===== src/rtl/adc_seq_pkg.sv =====
package adc_seq_pkg;
    typedef enum logic [2:0] {
        S_IDLE,
        S_ARMED,
        S_SAMPLE,
        S_CONV,
        S_DONE
    } sar_state_t;

    localparam logic [1:0] ADDR_CTRL = 2'd0;
    localparam logic [1:0] ADDR_CLK  = 2'd1;
    localparam logic [1:0] ADDR_RHI  = 2'd2;
    localparam logic [1:0] ADDR_RLO  = 2'd3;
endpackage


===== src/rtl/adc_clkdiv.sv =====
module adc_clkdiv #(
    parameter int DIV_00 = 2,
    parameter int DIV_01 = 8,
    parameter int DIV_10 = 32,
    parameter int DIV_11 = 4
) (
    input  logic       clk,
    input  logic       rst_n,
    input  logic       clr,
    input  logic [1:0] sel,
    output logic       tick
);
    localparam int MAX_A = (DIV_00 > DIV_01) ? DIV_00 : DIV_01;
    localparam int MAX_B = (DIV_10 > DIV_11) ? DIV_10 : DIV_11;
    localparam int MAX_D = (MAX_A > MAX_B) ? MAX_A : MAX_B;
    localparam int CW    = $clog2(MAX_D + 1);

    logic [CW-1:0] cnt;
    logic [CW-1:0] last;

    always_comb begin
        unique case (sel)
            2'b00: last = CW'(DIV_00 - 1);
            2'b01: last = CW'(DIV_01 - 1);
            2'b10: last = CW'(DIV_10 - 1);
            2'b11: last = CW'(DIV_11 - 1);
            default: last = CW'(DIV_00 - 1);
        endcase
    end

    assign tick = (cnt >= last);

    always_ff @(posedge clk or negedge rst_n) begin
        if (!rst_n)      cnt <= '0;
        else if (clr)    cnt <= '0;
        else if (tick)   cnt <= '0;
        else             cnt <= cnt + 1'b1;
    end
endmodule


===== src/rtl/adc_sar_fsm.sv =====
module adc_sar_fsm
    import adc_seq_pkg::*;
#(
    parameter int RES_W = 9
) (
    input  logic             clk,
    input  logic             rst_n,
    input  logic             start_rise,
    input  logic             start_fall,
    input  logic             tick,
    input  logic             cmp_in,
    output logic             busy,
    output logic             done,
    output logic             cnt_clr,
    output logic [RES_W-1:0] sar
);
    localparam int IW = $clog2(RES_W);

    sar_state_t       state, state_n;
    logic [IW-1:0]    idx;

    always_ff @(posedge clk or negedge rst_n) begin
        if (!rst_n) state <= S_IDLE;
        else        state <= state_n;
    end

    always_comb begin
        state_n = state;
        unique case (state)
            S_IDLE:   if (start_rise) state_n = S_ARMED;
            S_ARMED:  if (start_fall) state_n = S_SAMPLE;
            S_SAMPLE: if (start_rise) state_n = S_ARMED;
                      else if (tick)  state_n = S_CONV;
            S_CONV:   if (start_rise) state_n = S_ARMED;
                      else if (tick && idx == '0) state_n = S_DONE;
            S_DONE:   state_n = start_rise ? S_ARMED : S_IDLE;
            default:  state_n = S_IDLE;
        endcase
    end

    always_comb begin
        busy    = (state != S_IDLE);
        done    = (state == S_DONE);
        cnt_clr = (state == S_ARMED) || (state == S_IDLE);
    end

    always_ff @(posedge clk or negedge rst_n) begin
        if (!rst_n) begin
            sar <= '0;
            idx <= '0;
        end else if (state == S_SAMPLE && tick && !start_rise) begin
            sar          <= '0;
            sar[RES_W-1] <= 1'b1;
            idx          <= IW'(RES_W - 1);
        end else if (state == S_CONV && tick && !start_rise) begin
            if (!cmp_in)   sar[idx]        <= 1'b0;
            if (idx != '0) sar[idx - 1'b1] <= 1'b1;
            idx <= idx - 1'b1;
        end
    end
endmodule


===== src/rtl/adc_seq_ctrl.sv =====
module adc_seq_ctrl
    import adc_seq_pkg::*;
#(
    parameter int RES_W  = 9,
    parameter int DIV_00 = 2,
    parameter int DIV_01 = 8,
    parameter int DIV_10 = 32,
    parameter int DIV_11 = 4
) (
    input  logic             clk,
    input  logic             rst_n,
    input  logic             bus_we,
    input  logic [1:0]       bus_addr,
    input  logic [7:0]       bus_wdata,
    output logic [7:0]       bus_rdata,
    input  logic             cmp_in,
    output logic [RES_W-1:0] dac_code,
    input  logic             irq_en,
    output logic             irq_out
);
    localparam int LO_BITS = RES_W - 8;
    localparam int LO_PAD  = 8 - LO_BITS;

    logic             start_q, test_q, irq_q;
    logic [5:0]       cfg_q;
    logic [1:0]       sel_q;
    logic [RES_W-1:0] res_q;
    logic             wr_ctrl, wr_clk, start_rise, start_fall;
    logic             tick, busy, done, cnt_clr;
    logic [RES_W-1:0] sar;

    assign wr_ctrl    = bus_we && (bus_addr == ADDR_CTRL);
    assign wr_clk     = bus_we && (bus_addr == ADDR_CLK);
    assign start_rise = wr_ctrl &&  bus_wdata[7] && !start_q;
    assign start_fall = wr_ctrl && !bus_wdata[7] &&  start_q;

    adc_clkdiv #(
        .DIV_00(DIV_00), .DIV_01(DIV_01), .DIV_10(DIV_10), .DIV_11(DIV_11)
    ) u_div (
        .clk(clk), .rst_n(rst_n), .clr(cnt_clr), .sel(sel_q), .tick(tick)
    );

    adc_sar_fsm #(.RES_W(RES_W)) u_fsm (
        .clk(clk), .rst_n(rst_n), .start_rise(start_rise),
        .start_fall(start_fall), .tick(tick), .cmp_in(cmp_in),
        .busy(busy), .done(done), .cnt_clr(cnt_clr), .sar(sar)
    );

    always_ff @(posedge clk or negedge rst_n) begin
        if (!rst_n) begin
            start_q <= 1'b0;
            cfg_q   <= '0;
            sel_q   <= '0;
            test_q  <= 1'b0;
            irq_q   <= 1'b0;
            res_q   <= '0;
        end else begin
            if (wr_ctrl) begin
                start_q <= bus_wdata[7];
                cfg_q   <= bus_wdata[5:0];
            end
            if (wr_clk) begin
                sel_q  <= bus_wdata[1:0];
                test_q <= bus_wdata[7];
            end
            if (done)                        irq_q <= 1'b1;
            else if (wr_clk && !bus_wdata[6]) irq_q <= 1'b0;
            if (done) res_q <= sar;
        end
    end

    always_comb begin
        unique case (bus_addr)
            ADDR_CTRL: bus_rdata = {start_q, busy, cfg_q};
            ADDR_CLK:  bus_rdata = {test_q, irq_q, 4'b0000, sel_q};
            ADDR_RHI:  bus_rdata = res_q[RES_W-1:LO_BITS];
            ADDR_RLO:  bus_rdata = {res_q[LO_BITS-1:0], {LO_PAD{1'b0}}};
            default:   bus_rdata = 8'h00;
        endcase
    end

    assign dac_code = sar;
    assign irq_out  = irq_q && irq_en;
endmodule


===== config.mk =====
export PLATFORM = sky130hd
export DESIGN_NAME = adc_seq_ctrl
export DESIGN_NICKNAME = d
export VERILOG_FILES = /design/src/rtl/adc_seq_pkg.sv /design/src/rtl/adc_clkdiv.sv /design/src/rtl/adc_sar_fsm.sv /design/src/rtl/adc_seq_ctrl.sv
export SDC_FILE = /design/constraint.sdc
export NUM_CORES = 1
export LEC_CHECK = 0
export ABC_CLOCK_PERIOD_IN_PS = 2550
export BUFFER_PORTS_ARGS = -buffer_cell sky130_fd_sc_hd__buf_2
export CORE_ASPECT_RATIO = 1.2
export CORE_MARGIN = 1
export CORE_UTILIZATION = 45
export CTS_CLUSTER_DIAMETER = 200
export DETAILED_ROUTE_END_ITERATION = 12
export PLACE_DENSITY = 0.74
export SETUP_SLACK_MARGIN = 0.15
export SKIP_LAST_GASP = 1
export SYNTH_ARGS = -nofsm -noshare
export SYNTH_HDL_FRONTEND = slang
export SYNTH_SLANG_ARGS = --single-unit

===== constraint.sdc =====
create_clock -name clk -period 2.55 [get_ports clk]
set_input_delay 0.3825 -clock clk [delete_from_list [all_inputs] [get_ports clk]]
set_output_delay 0.3825 -clock clk [all_outputs]
set_load 0.01 [all_outputs]

==> impl_metrics.sql, run 1 <==
INSERT INTO impl_metrics (metric_group, metric, value, unit) VALUES
('place', 'gp_congestion', '0.879', ''),
('yosys', 'syn_area', '2350', 'um2'),
('yosys', 'ys.flop_type', 'sky130_fd_sc_hd__dfrtp_1', ''),
('timing', 'slew_viol_final', '0', ''),
('setup_path', 'cp.required', '2.74', 'ns'),
('yosys', 'post_synthesis_mean_instance_area', '9.90', 'um2'),
('grt', 'grt_max_degree', '43', ''),
('power_and_ir_drop', 'sequentialPowerShare', '42.1', '%'),
('timing', 'finalSetupViolCount', '0', ''),
('setup_path', 'critical_path.startpoint_type', 'register', ''),
('outcome', 'outcome', 'completed', ''),
('cts', 'cts.sink_count', '42', ''),
('yosys', 'synth_xor_area_share', '2.24', '%'),
('detailed_routing', 'detail_route.wl_per_cell', '14.9', 'um'),
('yosys', 'area_fraction_in_compound_gates_after_synthesis', '15.3', '%'),
('die', 'die_outline_area', '5510', 'um2'),
('setup_path', 'largest_fanout_on_the_critical_path', '6', ''),
('yosys', 'synth.largest_area_cell', 'sky130_fd_sc_hd__dfrtp_1', ''),
('power_and_ir_drop', 'p_leak', '1.32', 'nW'),
('job', 'max-cap-violations', '0', ''),
('hold_path', 'hold_path.class', 'in2async', ''),
('cts', 'cts_hold_buffers', '0', ''),
('power_and_ir_drop', 'vdd_ir_drop_max', '0.619', 'mV'),
('cells_and_area', 'share_of_layout_cells_above_drive_strength_1', '26.6', '%'),
('place', 'buffer_ports.inserted', '32', ''),
('die', 'dieWidth', '67.9', 'um'),
('yosys', 'ys_seq_area_share', '44.8', '%'),
('timing', 'final_tns_setup', '0', 'ns'),
('yosys', 'asyncSetResetFlopFracSynth', '100', '%'),
('timing', 'setup_slack', '0.234', 'ns'),
('timing', 'finalClockSkew', '0.00708', 'ns'),
('yosys', 'yosysWarningCount', '0', ''),
('cells_and_area', 'finish.utilization', '55.6', '%'),
('timing', 'finalCriticalPeriod', '2.32', 'ns'),
('detailed_routing', 'routed-via-count', '1833', ''),
('yosys', 'synth_adder_area_share', '6.93', '%'),
('yosys', 'share_of_synthesized_area_spent_on_multiplexers', '10.2', '%'),
('cells_and_area', 'mostFrequentLayoutCell', 'sky130_fd_sc_hd__dfrtp_1', ''),
('power_and_ir_drop', 'power_frac_clock', '22.5', '%'),
('place', 'placement.cell_area', '2580', 'um2'),
('place', 'post-place-cells', '325', ''),
('cts', 'cts_root_buf', 'sky130_fd_sc_hd__clkbuf_8', ''),
('yosys', 'synth_simple_gate_area_share', '16.7', '%'),
('detailed_routing', 'dr.pass1.iters', '4', ''),
('yosys', 'postSynthNetCount', '265', ''),
('detailed_routing', 'drc_errors', '0', ''),
('cts', 'numCtsBuffers', '5', ''),
('detailed_routing', 'post_drt_via_cell_ratio', '5.49', ''),
('cts', 'clock_latency', '0.30', 'ns'),
('power_and_ir_drop', 'power.net_switching', '0.000886', 'W'),
('die', 'core.rowCount', '28', ''),
('die', 'core', '4970', 'um2'),
('cts', 'cts.htree.levels', '2', ''),
('setup_path', 'worstSetupEndpointType', 'register', ''),
('timing', 'max-slew-margin-rel', '39.0', '%'),
('power_and_ir_drop', 'powerDensity', '851', 'nW/um2'),
('cts', 'clock_path_buffers', '2', ''),
('cells_and_area', 'final_design_area_no_fill', '2760', 'um2'),
('grt', 'overflow', '0', ''),
('place', 'detailed_place_hpwl', '3.65', 'mm'),
('yosys', 'number_of_register_bits_inferred_by_synthesis', '42', ''),
('detailed_routing', 'drtIter0Drc', '101', ''),
('cells_and_area', 'post_layout_nonfiller_instances', '334', ''),
('cells_and_area', 'layout_common_cells', 'sky130_fd_sc_hd__dfrtp_1, sky130_fd_sc_hd__buf_2, sky130_fd_sc_hd__nand2_1', ''),
('cts', 'tritoncts', 'done', ''),
('yosys', 'synth_top_family_by_area', 'simple AND/OR/NAND/NOR gates', ''),
('yosys', 'synth.area.top_cells', 'sky130_fd_sc_hd__dfrtp_1, sky130_fd_sc_hd__ha_1, sky130_fd_sc_hd__mux2_2', ''),
('power_and_ir_drop', 'switching_share', '37.6', '%'),
('yosys', 'count_of_flip_flops_with_a_built_in_enable_after_synthesis', '0', ''),
('power_and_ir_drop', 'power.internal', '0.00147', 'W'),
('place', 'dpl_worst_slack', '0.200', 'ns');
## critical path: stages (launching register included)
cell and delay [ns]:
sky130_fd_sc_hd__dfrtp_1 0.40, sky130_fd_sc_hd__inv_2 0.09, sky130_fd_sc_hd__ha_1 0.16, sky130_fd_sc_hd__inv_2 0.07, sky130_fd_sc_hd__ha_4 0.28, sky130_fd_sc_hd__nand4b_1 0.26
sky130_fd_sc_hd__a21o_1 0.28, sky130_fd_sc_hd__a221oi_2 0.31, sky130_fd_sc_hd__mux2_1 0.35
## registers in the layout, indices dropped and copies added (netlist names)
name,cells
res_q,9
u_fsm.idx,4
u_div.cnt,6
test_q,1
u_fsm.state,3
irq_q,1
u_fsm.sar,9
cfg_q,6
sel_q,2
start_q,1
## area by class of cell
| cell class | count | area (um2) |
|---|---|---|
| Clock inverter | 3 | 45.0 |
| Inverter | 13 | 48.8 |
| Multi-Input combinational cell | 173 | 1270 |
| Clock buffer | 5 | 68.8 |
| Tap cell | 60 | 75.1 |
| Sequential cell | 42 | 1050 |
| Timing Repair Buffer | 38 | 205 |
| Fill cell | 440 | 2210 |
## kinds of logic (layout without fill, tap and decap cells)
family,after synthesis,in the layout
flip-flops,42,42
AND/OR/NAND/NOR,80,80
buffers and inverters,22,59
XOR/XNOR,6,6
adder cells (fa/ha/maj),13,13
AO/OA/AOI/OAI,53,53
multiplexers,21,21
## power groups by stage
stage               logic [W]  clock network, W  registers, W
CTS                  0.000795          0.000541      0.000984
detailed placement   0.000788                 0      0.000999
global route         0.000941          0.000574       0.00101
finish               0.000833          0.000530      0.000989
floorplan            0.000657                 0      0.000906
global placement     0.000776                 0      0.000995
## path summary, 6_finish.rpt
| kind | startpoint | end | slack [ns] | depth (start not counted) |
|---|---|---|---|---|
| hold reg to reg | cfg_q[2] | cfg_q[2] | 0.49 | 2 |
| min in group clk | bus_wdata[4] | cfg_q[4] | 0.28 | 3 |
| hold / removal | rst_n | u_fsm.idx[1] | 0.21 | 1 |
| setup / recovery | sel_q[0] | u_fsm.state[1] | 0.23 | 8 |
| setup reg to reg | sel_q[0] | u_fsm.state[1] | 0.23 | 8 |
| max in group asynchronous | rst_n | u_fsm.state[2] | 1.76 | 1 |
## stage by stage
stage / hold slack, ns / power [W]
after floorplan: 0.0869 / 0.00156
after global placement: 0.462 / 0.00177
after detailed placement: 0.476 / 0.00179
after CTS: 0.246 / 0.00232
after global routing: 0.279 / 0.00253
final: 0.205 / 0.00235
## repair_timing
action | CTS | global route
gates resized for setup | 0 | 12
endpoints found under the setup margin | 0 | 10
buffers inserted | 0 | 1
## per-layer routing
metal | up-vias | routed length [um] | GRT usage [%] | part of all wire, %
met2 | 48 | 2350 | 30.6 | 47
met4 | 0 | 70 | 5.63 | 1.4
met3 | 9 | 217 | 5.06 | 4.4
met1 | 880 | 2330 | 25.5 | 47
li1 | 896 | - | - | -
met5 | - | 0 | 0 | 0
## cells in the mapped netlist, types with 3 or more instances
library cell and instances:
sky130_fd_sc_hd__mux2_2 12, sky130_fd_sc_hd__nand2_1 30, sky130_fd_sc_hd__clkbuf_1 3, sky130_fd_sc_hd__nand2b_1 4, sky130_fd_sc_hd__nor2b_1 5, sky130_fd_sc_hd__xnor2_1 4
sky130_fd_sc_hd__o22ai_1 3, sky130_fd_sc_hd__o2bb2ai_1 4, sky130_fd_sc_hd__nand3_1 3, sky130_fd_sc_hd__o21ai_0 15, sky130_fd_sc_hd__a21oi_1 10, sky130_fd_sc_hd__o31ai_1 3
sky130_fd_sc_hd__inv_1 13, sky130_fd_sc_hd__dfrtp_1 42, sky130_fd_sc_hd__nor2_1 20, sky130_fd_sc_hd__ha_1 13, sky130_fd_sc_hd__buf_2 3, sky130_fd_sc_hd__mux2i_1 7
sky130_fd_sc_hd__nand3b_1 4, sky130_fd_sc_hd__a21o_1 4
(Power assumes the default switching activity.)
==> run 2, diff against run 1 <==
Settings changed: SETUP_SLACK_MARGIN 0.15 to 0.5.
==> impl_metrics.sql, run 2 (synthesized netlist as in run 1, its figures left out) <==
INSERT INTO impl_metrics (metric_group, metric, value, unit) VALUES
('outcome', 'outcome', 'completed', ''),
('detailed_routing', 'dr.pass1.iters', '4', ''),
('die', 'die_outline_area', '5510', 'um2'),
('cts', 'cts_root_buf', 'sky130_fd_sc_hd__clkbuf_8', ''),
('setup_path', 'timing.setup.critical_path_class', 'reg2reg', ''),
('cts', 'clock_latency', '0.30', 'ns'),
('cells_and_area', 'reg_top3', 'res_q (9), u_fsm.sar (9)', ''),
('detailed_routing', 'detail_route.wl_per_cell', '15.7', 'um'),
('place', 'detailed_place_hpwl', '3.61', 'mm'),
('die', 'ioPinCount', '33', ''),
('cts', 'clock_path_buffers', '2', ''),
('cts', 'cts.htree.levels', '2', ''),
('power_and_ir_drop', 'power_frac_clock', '17.9', '%'),
('detailed_routing', 'post_drt_via_cell_ratio', '5.58', ''),
('hold_path', 'hold_path.class', 'in2async', ''),
('setup_path', 'crit_slowest_cell', 'sky130_fd_sc_hd__dfrtp_2', ''),
('setup_path', 'crit_path_cell_trace', 'inv_2, ha_4, inv_2, ha_4, nand4b_1, a21o_1, a221oi_2, mux2_1', ''),
('detailed_routing', 'drtIter0Drc', '195', ''),
('setup_path', 'cp.required', '2.74', 'ns'),
('place', 'buffer_ports.inserted', '32', ''),
('detailed_routing', 'met3_wirelength', '247', 'um'),
('power_and_ir_drop', 'power.internal', '0.00145', 'W'),
('setup_path', 'worstSetupEndpointType', 'register', ''),
('timing', 'finalSetupViolCount', '0', ''),
('setup_path', 'path_buf_inv', '2', ''),
('place', 'gp_congestion', '0.894', ''),
('cells_and_area', 'num_antenna_cells', '0', ''),
('detailed_routing', 'drc_errors', '0', ''),
('cells_and_area', 'syn2layout_area_growth', '23.9', '%'),
('timing', 'final_tns_setup', '0', 'ns'),
('timing', 'finalCriticalPeriod', '2.27', 'ns'),
('timing', 'tightest_slew', '0.942', 'ns'),
('timing', 'max-slew-margin-rel', '37.2', '%'),
('timing', 'grt_setup_unrepaired', 'yes', ''),
('die', 'start_util', '47.2', '%'),
('die', 'core', '4970', 'um2'),
('grt', 'overflow', '0', ''),
('timing', 'slew_viol_final', '0', ''),
('grt', 'grt_antenna_before_repair', '0', ''),
('timing', 'timing.final.crit_share', '89.0', '%'),
('cells_and_area', 'finish.net_count', '310', ''),
('detailed_routing', 'drt_wl_total', '5.38', 'mm'),
('setup_path', 'cp_top_family', 'compound AO/OA/AOI/OAI gates', ''),
('cts', 'cts_hold_buffers', '0', ''),
('power_and_ir_drop', 'switching_share', '40.1', '%'),
('grt', 'groute.usage.overall', '20.3', '%'),
('die', 'dieWidth', '67.9', 'um'),
('cells_and_area', 'layout_common_cells', 'sky130_fd_sc_hd__dfrtp_1, sky130_fd_sc_hd__buf_2, sky130_fd_sc_hd__nand2_1', ''),
('die', 'die_h', '81.1', 'um'),
('power_and_ir_drop', 'overall_power_after_layout', '0.00243', 'W'),
('setup_path', 'crit_path_max_incr_delay', '0.41', 'ns'),
('grt', 'grt_first_pass_wirelength', '8.19', 'mm'),
('power_and_ir_drop', 'p_leak', '1.36', 'nW'),
('timing', 'fin_hold_viols', '0', ''),
('cts', 'numCtsBuffers', '5', ''),
('cells_and_area', 'combined_area_of_the_multi_input_logic_cells', '1360', 'um2'),
('timing', 'finalClockSkew', '0.00966', 'ns'),
('detailed_routing', 'wl_met1', '2.37', 'mm'),
('die', 'core.rowCount', '28', ''),
('setup_path', 'largest_fanout_on_the_critical_path', '5', ''),
('cts', 'path_clk_slew', '0.09', 'ns'),
('cts', 'cts.sink_count', '42', ''),
('power_and_ir_drop', 'power.net_switching', '0.000975', 'W'),
('cells_and_area', 'mostFrequentLayoutCell', 'sky130_fd_sc_hd__dfrtp_1', ''),
('detailed_routing', 'routed-via-count', '1914', ''),
('grt', 'number_of_global_route_vias_before_repair', '1716', ''),
('detailed_routing', 'dr.max_layer_used', 'met4', ''),
('power_and_ir_drop', 'power.share.combinational', '40.5', '%'),
('power_and_ir_drop', 'powerDensity', '835', 'nW/um2'),
('cts', 'tritoncts', 'done', ''),
('cells_and_area', 'share_of_layout_cells_above_drive_strength_1', '33.9', '%'),
('setup_path', 'critical_path_arrival', '2.46', 'ns'),
('detailed_routing', 'final_antenna_net_count', '0', ''),
('power_and_ir_drop', 'vdd_ir_drop_max', '0.650', 'mV'),
('cells_and_area', 'register_area', '1050', 'um2'),
('setup_path', 'critical_path.startpoint_type', 'register', ''),
('cells_and_area', 'nFillCells', '412', ''),
('job', 'max-cap-violations', '0', ''),
('timing', 'achievable-frequency', '0.441', 'GHz'),
('grt', 'grt_max_degree', '43', ''),
('detailed_routing', 'dr_wl_met2', '2.64', 'mm'),
('power_and_ir_drop', 'sequentialPowerShare', '41.6', '%');
## run 2: changes by cell type in the layout (fill, tap and decap cells not counted), moves of 2 or more
cell / previous run / this run
sky130_fd_sc_hd__o21ai_0: 15 / 8
sky130_fd_sc_hd__o21ai_1: 2 / 6
sky130_fd_sc_hd__a21o_4: 0 / 2
sky130_fd_sc_hd__o21ai_2: 0 / 3
sky130_fd_sc_hd__buf_4: 6 / 12
sky130_fd_sc_hd__dfrtp_1: 42 / 40
sky130_fd_sc_hd__inv_1: 10 / 8
sky130_fd_sc_hd__a21oi_1: 9 / 7
sky130_fd_sc_hd__ha_1: 9 / 7
sky130_fd_sc_hd__dfrtp_2: 0 / 2
sky130_fd_sc_hd__ha_4: 4 / 6
sky130_fd_sc_hd__buf_6: 0 / 2
## run 2: cell type report
type	count	share of cell area, %
inverters	13	1.76
clock buffers	5	2.37
flip-flops and latches	42	36.2
repair buffers	46	9.38
clock inverters	3	0.732
well taps	60	2.58
multi-input cells	174	46.9
## run 2: worst register-to-register path, stage by stage, from the launching register on
cell	delay (ns)
sky130_fd_sc_hd__dfrtp_2	0.41
sky130_fd_sc_hd__inv_2	0.06
sky130_fd_sc_hd__ha_4	0.25
sky130_fd_sc_hd__inv_2	0.04
sky130_fd_sc_hd__ha_4	0.25
sky130_fd_sc_hd__nand4b_1	0.22
sky130_fd_sc_hd__a21o_1	0.29
sky130_fd_sc_hd__a221oi_2	0.30
sky130_fd_sc_hd__mux2_1	0.35
## run 2: what timing repair did
action                                  in CTS  in global routing
endpoints found under the setup margin      18                 21
gates resized for setup                      8                 22
buffers inserted                             5                  5
cloned                                       0                  1
endpoints found under the hold margin        0                  0
pin swaps                                    7                  7
## run 2: metrics by stage
stage | cell area, um2 | hold WS (ns) | cells | util, % | worst slack, ns
floorplan | 2380 | 0.0869 | 237 | - | 0.468
global placement | 2610 | 0.464 | 324 | 52.4 | 0.352
detailed placement | 2610 | 0.467 | 324 | 52.4 | 0.288
CTS | 2780 | 0.250 | 337 | 55.9 | 0.377
global route | 2910 | 0.256 | 343 | 58.4 | 0.196
finish | 2910 | 0.217 | 343 | 58.4 | 0.281
## run 2: worst paths after layout
kind	startpoint	to	slack [ns]	cells past startpoint
max	sel_q[1]	u_fsm.state[1]	0.28	8
min	rst_n	test_q	0.22	1
max reg2reg	sel_q[1]	u_fsm.state[1]	0.28	8
min reg2reg	cfg_q[2]	cfg_q[2]	0.49	2
max in group asynchronous	rst_n	u_fsm.idx[0]	1.69	1
min in group clk	bus_wdata[3]	cfg_q[3]	0.26	3
## run 2: power by group through the flow
stage	Combinational [W]	Clock (W)	Sequential [W]
after CTS	0.000867	0.000446	0.00100
after detailed placement	0.000805	0	0.00101
after global placement	0.000790	0	0.00101
after floorplan	0.000682	0	0.000910
after global routing	0.00110	0.000481	0.00104
final	0.000983	0.000435	0.00101
## run 2: routing by layer
metal | global-route usage [%] | vias to the layer above
met5 | 0 | -
met4 | 8.75 | 0
met3 | 4.78 | 12
met2 | 31.2 | 59
met1 | 27.0 | 922
li1 | - | 921
